### src/rtl/mio_pkg.sv
package mio_pkg;
  typedef enum logic [1:0] {
    SRC_MCU   = 2'd0,
    SRC_LOGIC = 2'd1,
    SRC_ADDR  = 2'd2,
    SRC_ALT   = 2'd3
  } src_mode_e;

  localparam int unsigned REG_AW   = 3;
  localparam logic [REG_AW-1:0] OFS_DIN  = 3'd0;
  localparam logic [REG_AW-1:0] OFS_DOUT = 3'd1;
  localparam logic [REG_AW-1:0] OFS_DIR  = 3'd2;
  localparam logic [REG_AW-1:0] OFS_CFG  = 3'd3;
  localparam logic [REG_AW-1:0] OFS_MODE = 3'd4;
endpackage

### src/rtl/mio_regs.sv
module mio_regs
  import mio_pkg::*;
#(
  parameter int unsigned W = 8
) (
  input  logic              clk,
  input  logic              rst_n,
  input  logic [REG_AW-1:0] reg_addr,
  input  logic              reg_we,
  input  logic [W-1:0]      reg_wdata,
  input  logic [W-1:0]      pin_live,
  output logic [W-1:0]      reg_rdata,
  output logic [W-1:0]      dout_q,
  output logic [W-1:0]      dir_q,
  output logic [W-1:0]      cfg_q,
  output logic [W-1:0]      mode_q
);
  // register bank: async reset to zero, write on the strobe edge
  always_ff @(posedge clk or negedge rst_n) begin
    if (!rst_n) begin
      dout_q <= '0;
      dir_q  <= '0;
      cfg_q  <= '0;
      mode_q <= '0;
    end else if (reg_we) begin
      unique case (reg_addr)
        OFS_DOUT: dout_q <= reg_wdata;
        OFS_DIR:  dir_q  <= reg_wdata;
        OFS_CFG:  cfg_q  <= reg_wdata;
        OFS_MODE: mode_q <= reg_wdata;
        default:  ;
      endcase
    end
  end

  // read mux: offset 0 is the live pin bus with no stage in between
  always_comb begin
    unique case (reg_addr)
      OFS_DIN:  reg_rdata = pin_live;
      OFS_DOUT: reg_rdata = dout_q;
      OFS_DIR:  reg_rdata = dir_q;
      OFS_CFG:  reg_rdata = cfg_q;
      OFS_MODE: reg_rdata = mode_q;
      default:  reg_rdata = '0;
    endcase
  end
endmodule

### src/rtl/mio_addr_latch.sv
module mio_addr_latch #(
  parameter int unsigned W       = 8,
  parameter int unsigned SYNC_FF = 2
) (
  input  logic         clk,
  input  logic         rst_n,
  input  logic [W-1:0] pin_async,
  input  logic         strobe,
  input  logic         capture_en,
  output logic [W-1:0] latch_q
);
  logic [W-1:0] stage_q [SYNC_FF];

  generate
    for (genvar s = 0; s < SYNC_FF; s++) begin : g_sync
      if (s == 0) begin : g_first
        always_ff @(posedge clk or negedge rst_n) begin
          if (!rst_n) stage_q[s] <= '0;
          else        stage_q[s] <= pin_async;
        end
      end else begin : g_next
        always_ff @(posedge clk or negedge rst_n) begin
          if (!rst_n) stage_q[s] <= '0;
          else        stage_q[s] <= stage_q[s-1];
        end
      end
    end
  endgenerate

  // follows the synchronized pins while the strobe is high, holds otherwise
  always_ff @(posedge clk or negedge rst_n) begin
    if (!rst_n)                   latch_q <= '0;
    else if (strobe && capture_en) latch_q <= stage_q[SYNC_FF-1];
  end
endmodule

### src/rtl/mio_src_sel.sv
module mio_src_sel
  import mio_pkg::*;
#(
  parameter int unsigned W = 8
) (
  input  src_mode_e    mode,
  input  logic [W-1:0] dout,
  input  logic [W-1:0] logic_in,
  input  logic [W-1:0] addr_in,
  output logic [W-1:0] src
);
  always_comb begin
    unique case (mode)
      SRC_LOGIC: src = logic_in;
      SRC_ADDR:  src = addr_in;
      default:   src = dout;
    endcase
  end
endmodule

### src/rtl/mio_pin_drive.sv
module mio_pin_drive #(
  parameter int unsigned W        = 8,
  parameter int unsigned OD_FIRST = 4,
  parameter int unsigned FS_CNT   = 4
) (
  input  logic [W-1:0]        src,
  input  logic [W-1:0]        oe_req,
  input  logic [W-1:OD_FIRST] od_en,
  input  logic [FS_CNT-1:0]   slew_en,
  output logic [W-1:0]        pin_o,
  output logic [W-1:0]        pin_oe,
  output logic [FS_CNT-1:0]   fast_slew
);
  generate
    for (genvar i = 0; i < W; i++) begin : g_pin
      if (i >= OD_FIRST) begin : g_od
        // open-drain: pull low only, release instead of driving high
        assign pin_o[i]  = od_en[i] ? 1'b0 : src[i];
        assign pin_oe[i] = oe_req[i] & ~(od_en[i] & src[i]);
      end else begin : g_pp
        assign pin_o[i]  = src[i];
        assign pin_oe[i] = oe_req[i];
      end
    end
    for (genvar j = 0; j < FS_CNT; j++) begin : g_slew
      assign fast_slew[j] = slew_en[j];
    end
  endgenerate
endmodule

### src/rtl/mio_port.sv
module mio_port
  import mio_pkg::*;
#(
  parameter int unsigned W        = 8,
  parameter int unsigned OD_FIRST = 4,
  parameter int unsigned FS_CNT   = 4,
  parameter int unsigned SYNC_FF  = 2
) (
  input  logic              clk,
  input  logic              rst_n,
  input  logic [REG_AW-1:0] reg_addr,
  input  logic              reg_we,
  input  logic [W-1:0]      reg_wdata,
  output logic [W-1:0]      reg_rdata,
  input  logic [W-1:0]      pt_oe,
  input  logic [W-1:0]      logic_out,
  input  logic              ale,
  input  logic [W-1:0]      pin_i,
  output logic [W-1:0]      pin_o,
  output logic [W-1:0]      pin_oe,
  output logic [FS_CNT-1:0] fast_slew,
  output logic [W-1:0]      addr_out
);
  logic [W-1:0] dout_q, dir_q, cfg_q, mode_q;
  logic [W-1:0] src;
  logic [W-1:0] oe_req;
  src_mode_e    mode;
  logic         addr_mode;

  assign mode      = src_mode_e'(mode_q[1:0]);
  assign addr_mode = (mode == SRC_ADDR);
  assign oe_req    = dir_q | pt_oe;

  mio_regs #(.W(W)) u_regs (
    .clk(clk), .rst_n(rst_n), .reg_addr(reg_addr), .reg_we(reg_we),
    .reg_wdata(reg_wdata), .pin_live(pin_i), .reg_rdata(reg_rdata),
    .dout_q(dout_q), .dir_q(dir_q), .cfg_q(cfg_q), .mode_q(mode_q)
  );

  mio_addr_latch #(.W(W), .SYNC_FF(SYNC_FF)) u_alat (
    .clk(clk), .rst_n(rst_n), .pin_async(pin_i), .strobe(ale),
    .capture_en(addr_mode), .latch_q(addr_out)
  );

  mio_src_sel #(.W(W)) u_sel (
    .mode(mode), .dout(dout_q), .logic_in(logic_out),
    .addr_in(addr_out), .src(src)
  );

  mio_pin_drive #(.W(W), .OD_FIRST(OD_FIRST), .FS_CNT(FS_CNT)) u_drv (
    .src(src), .oe_req(oe_req), .od_en(cfg_q[W-1:OD_FIRST]),
    .slew_en(cfg_q[FS_CNT-1:0]), .pin_o(pin_o), .pin_oe(pin_oe),
    .fast_slew(fast_slew)
  );
endmodule

### config.mk
export PLATFORM = sky130hd
export DESIGN_NAME = mio_port
export DESIGN_NICKNAME = d
export VERILOG_FILES = /design/src/rtl/mio_pkg.sv /design/src/rtl/mio_regs.sv /design/src/rtl/mio_addr_latch.sv /design/src/rtl/mio_src_sel.sv /design/src/rtl/mio_pin_drive.sv /design/src/rtl/mio_port.sv
export SDC_FILE = /design/constraint.sdc
export NUM_CORES = 1
export LEC_CHECK = 0
export ABC_AREA = 1
export BUFFER_PORTS_ARGS = -buffer_cell sky130_fd_sc_hd__buf_2
export CORE_MARGIN = 4
export CORE_UTILIZATION = 35
export CTS_CLUSTER_SIZE = 8
export DETAILED_ROUTE_END_ITERATION = 10
export PLACE_DENSITY = 0.64
export SLEW_MARGIN = 0
export SYNTH_ARGS = -nofsm -noshare
export SYNTH_HDL_FRONTEND = slang
export SYNTH_SLANG_ARGS = --single-unit
### constraint.sdc
create_clock -name clk -period 2.2 [get_ports clk]
set_clock_uncertainty 0.15 [all_clocks]
set_input_delay 0.55 -clock clk [delete_from_list [all_inputs] [get_ports clk]]
set_output_delay 0.55 -clock clk [all_outputs]
set_load 0.05 [all_outputs]
== Word level (Yosys, flattened, before mapping) ==
Index checks and enable logic that the tools add are counted.
Word-level totals
  flip-flop bits (word level): 56
  input bits: 39
  output and inout port bits: 36
  word-level logic and storage cells: 38
Cells by class
  muxes and demuxes: 6
  bitwise operators: 13
  reduce and logical (&&, ||, !) cells: 6
  equal/unequal tests: 6
Operators with widths (number)
  $pmux 8 s5: 1
  $pmux 8 s2: 1
  $and 1x1->1: 8
  $or 8x8->8: 1
  $reduce_and 2->1: 4
  $eq 3x2->1 const B: 2
  $mux 1: 4
  $not 1->1: 4
  $eq 3x1->1 const B: 1
  $eq 3x3->1 const B: 1
  $logic_not 3->1: 1
  $eq 2x1->1 const B: 1
  $eq 2x2->1 const B: 1
  $logic_and 1x1->1: 1

== Longest topological paths before layout ==
  depth after elaboration: 5
  depth in mapped cells: 8
  gate-level depth less buffers: 7

== Hierarchy ==
A second synthesis with hierarchy kept.
Unflattened totals
  cells, all modules: 377
  area total of the unflattened synthesis: 2986.6 µm²
Modules (own cells, without submodules)
  mio_regs: cells each 216, sequential area each 800.8 µm², instances 1, area each 1745.4 µm²
  mio_addr_latch: cells each 51, sequential area each 600.6 µm², instances 1, area each 743.2 µm²
  mio_src_sel: cells each 56, sequential area each 0.0 µm², instances 1, area each 242.7 µm²
  mio_pin_drive: cells each 28, sequential area each 0.0 µm², instances 1, area each 155.1 µm²
  mio_port: cells each 26, sequential area each 0.0 µm², instances 1, area each 100.1 µm²

== Least setup slack after synthesis ==
Ideal clock, no wire load.
  kind: register -> output
  start: register u_regs.mode_q[0]
  end: output port pin_o[0]
  arrival time: 1.977 ns
  stages on the path, launching flop included: 7
  path slack: -0.477 ns
  data required time: 1.500 ns
  buffers on the path: 2
  cell sequence: dfrtp_1 inv_1 ha_1 clkbuf_1 clkbuf_1 a21oi_1 a22oi_1
On the way
  cells in the longest elaborated chain, start to end: 2
  elaborated cells on any way between the ends: 3
  classes of those cells: eq/ne: 2; mux: 1
RTL lines
  start, declared: line mio_regs.sv:16  | output logic [W-1:0] mode_q
  start signal, assigned: line mio_regs.sv:30  | OFS_MODE: mode_q <= reg_wdata;
  $eq 2x2->1 / $eq 2x1->1 (equally long branches): line mio_src_sel.sv:13  | unique case (mode)
  $pmux 8 s2 *: line mio_src_sel.sv:13
  end, declared: line mio_port.sv:19  | output logic [W-1:0] pin_o,
Every way passes the cells marked *; elsewhere a longest branch is shown, timed or not.

== Final worst setup path ==
  start: register u_regs.mode_q[1]
  end: output port pin_o[7]
On the way
  cells in the longest elaborated chain, start to end: 3
  elaborated cells on any way between the ends: 4
  classes of those cells: eq/ne: 2; mux: 2
RTL lines
  $eq 2x2->1 / $eq 2x1->1 (equally long branches): line mio_src_sel.sv:13
  $pmux 8 s2 *: line mio_src_sel.sv:13
  $mux 1 *: line mio_pin_drive.sv:18  | assign pin_o[i] = od_en[i] ? 1'b0 : src[i];
Marks and branches as above.

==> flow_summary.ini <==
[floorplanning]
start_util_pct = 35.85
dieHeight_um = 96.97
io_pins = 75
rows = 32
core_area_um2 = 7727
die-area_um2 = 9402
die_w_um = 96.97

[cells_and_area]
diodes = 0
finalNetCount = 466
area_growth_pct = 36.90
n_fill_cell = 725
multi_input_area_um2 = 1330
fin_area_um2 = 3792
regArea_um2 = 1403
drive_gt1_share_pct = 40.14

[setup_path]
worstSetupStartpointType = register
end_kind = output port
path_class = register to output port
crit_arrival_ns = 1.61
path_max_fanout = 4
reg2regPathDepth = 6
slowest_delay_ns = 0.45
crit_slowest_cell = dfrtp_2
cp.required_ns = 1.50
crit_path_cell_trace = ha_4, inv_4, nand3_4, nand2_1, nor2_2, buf_6

[detailed_routing]
drtPass1Iterations = 4
vias = 2502
wirelength_mm = 7.417
vias_per_cell = 4.739
wl_per_cell_um = 14.05
ant_nets = 0
drc = 0
drt_iter0_drc = 203

[global_routing]
grt_pass1_wl_mm = 12.30
grt_pass1_vias = 2405
use_met2_pct = 26.80
overflow = 0
use_met3_pct = 4.326
grt_max_degree = 57
grt_usage_pct = 16.38
top_usage_layer = met2
antenna_found_initial = 0
met1_usage_pct = 20.99

[outcome]
status = finished, violations left
violations = setup timing

[sta]
worstMarginPinSlew_ns = 0.3457
whs_ns = 0.05582
hold_viol_final = 0
finalSetupTns_ns = -1.052
final.period_utilization_pct = 105.1
final_max_slew_viol_count = 0
period_minus_slack_ns = 2.311
rsz0062_at_grt = yes
fmax_ghz = 0.4327
setup_viol = 12
slew_headroom_pct = 76.90
fin_ws_ns = -0.1112

[clocking]
holdBufCountCts = 0
clockRootBuffer = clkbuf_8
cts_sinks = 56
cts_tree = yes
cts_buffers = 5
clk_transition_reported_paths_ns = 0.10
clk_latency_ns = 0.31
cts_buffer_depth = 2
ctsHtreeMaxLevel = 2

[yosys]
synth_area_per_cell_um2 = 8.124
seq_area_frac_synth_pct = 50.59
synth.area.top_cells = dfrtp_1 (51%), nand2_1 (14%), nand3_1 (7.2%)
netlist_area_um2 = 2770
yosys.area.top_type = dfrtp_1
syn_nets = 382
ys_ff_latch = 56
netlist.area_leader.share_pct = 50.59
synth_cell_types = 25
synth_warnings = 0
synthCells = 341

[hold_path]
min_path_type = input port to asynchronous set/reset pin

[power_and_ir_drop]
peakVddDrop_uv = 302.0
power_density_nw_per_um2 = 1047
power_mw = 3.972
leakagePower_nw = 1.900

[placement]
pre_cts_slack_ns = -0.04754
portBuffers = 74
dp_hpwl_mm = 5.567
placed_area_um2 = 3374
gp_congestion = 0.9694

[flow_run]
maxCapViolations = 0
flip-flops by register name (all words and copies together), names as in the netlist:
register        count
u_alat.latch_q      8
u_regs.dout_q       8
u_regs.dir_q        8
u_regs.mode_q       8
u_regs.cfg_q        8
u_alat.stage_q     16
cell type report:
cell class / instances / area share, %
clock inverter: 3 / 0.5939
clock buffer: 5 / 1.815
inverter: 34 / 3.563
multi-input combinational: 235 / 35.07
tap: 102 / 3.365
sequential: 56 / 36.98
timing repair buffer: 93 / 18.61
what timing repair did:
item / 4_1_cts / 5_1_grt
hold endpoints to repair: 0 / 0
pin swaps: 12 / 8
endpoints found under the setup margin: 20 / 18
gates resized for setup: 64 / 24
cloned: 1 / 0
buffers inserted: 2 / 3
cell usage after synthesis, drive strengths merged:
cell	count
nand2	107
dfrtp	56
nand3	42
o21ai	37
inv	34
nor2	30
buf	11
or2	8
clkbuf	5
a21oi	4
a22oi	4
ha	2
nand4	1
power breakdown:
| part | total [mW] | internal, mW | switching [mW] |
|---|---|---|---|
| sequential | 1.36 | 1.22 | 0.137 |
| clock | 0.579 | 0.229 | 0.350 |
| combinational | 2.03 | 0.682 | 1.35 |
| total | 3.97 | 2.13 | 1.84 |
stage by stage:
step / util, % / std cells
2_1_floorplan: - / 341
3_3_place_gp: 43.67 / 515
3_5_place_dp: 43.67 / 515
4_1_cts: 48.04 / 526
5_1_grt: 49.08 / 528
6_report: 49.08 / 528
cells in the final DEF, fill, tap and decap left out, drive strengths merged:
cell / count
a21oi: 4
a22oi: 4
buf: 92
clkbuf: 6
clkinv: 2
dfrtp: 56
ha: 2
inv: 35
nand2: 107
nand3: 42
nand4: 1
nor2: 30
o21ai: 37
or2: 8
layer usage:
| metal | vias to the layer above | wire length, um |
|---|---|---|
| met2 | 77 | 3615 |
| met4 | 0 | 134 |
| met1 | 1164 | 3227 |
| met5 | - | 0 |
| met3 | 9 | 440 |
| li1 | 1252 | - |
logic make-up after synthesis:
group                    Yosys count  synth area share, %
adder cells (fa/ha/maj)            2               0.9032
flip-flops                        56                50.59
AO/OA/AOI/OAI                     45                8.763
buffers and inverters             50                8.266
AND/OR/NAND/NOR                  188                31.48
worst max-delay path, delay by kind of cell, from the launching register on:
family / cells / cell delay (ns)
flip-flops: 1 / 0.45
adder cells (fa/ha/maj): 1 / 0.32
AND/OR/NAND/NOR: 3 / 0.29
buffers and inverters: 2 / 0.23
final timing paths:
path | startpoint | endpoint | slack (ns)
max in group asynchronous | rst_n | u_regs.mode_q[1] | 1.58
min reg2reg | u_alat.stage_q[13] | u_alat.stage_q[5] | 0.21
max | u_regs.mode_q[1] | pin_o[7] | -0.11
min | rst_n | u_alat.latch_q[2] | 0.06
min in group clk | u_alat.stage_q[13] | u_alat.stage_q[5] | 0.21
max reg2reg | u_regs.mode_q[0] | u_alat.latch_q[7] | 0.81
Note: power is estimated with default switching activity, not from simulation.
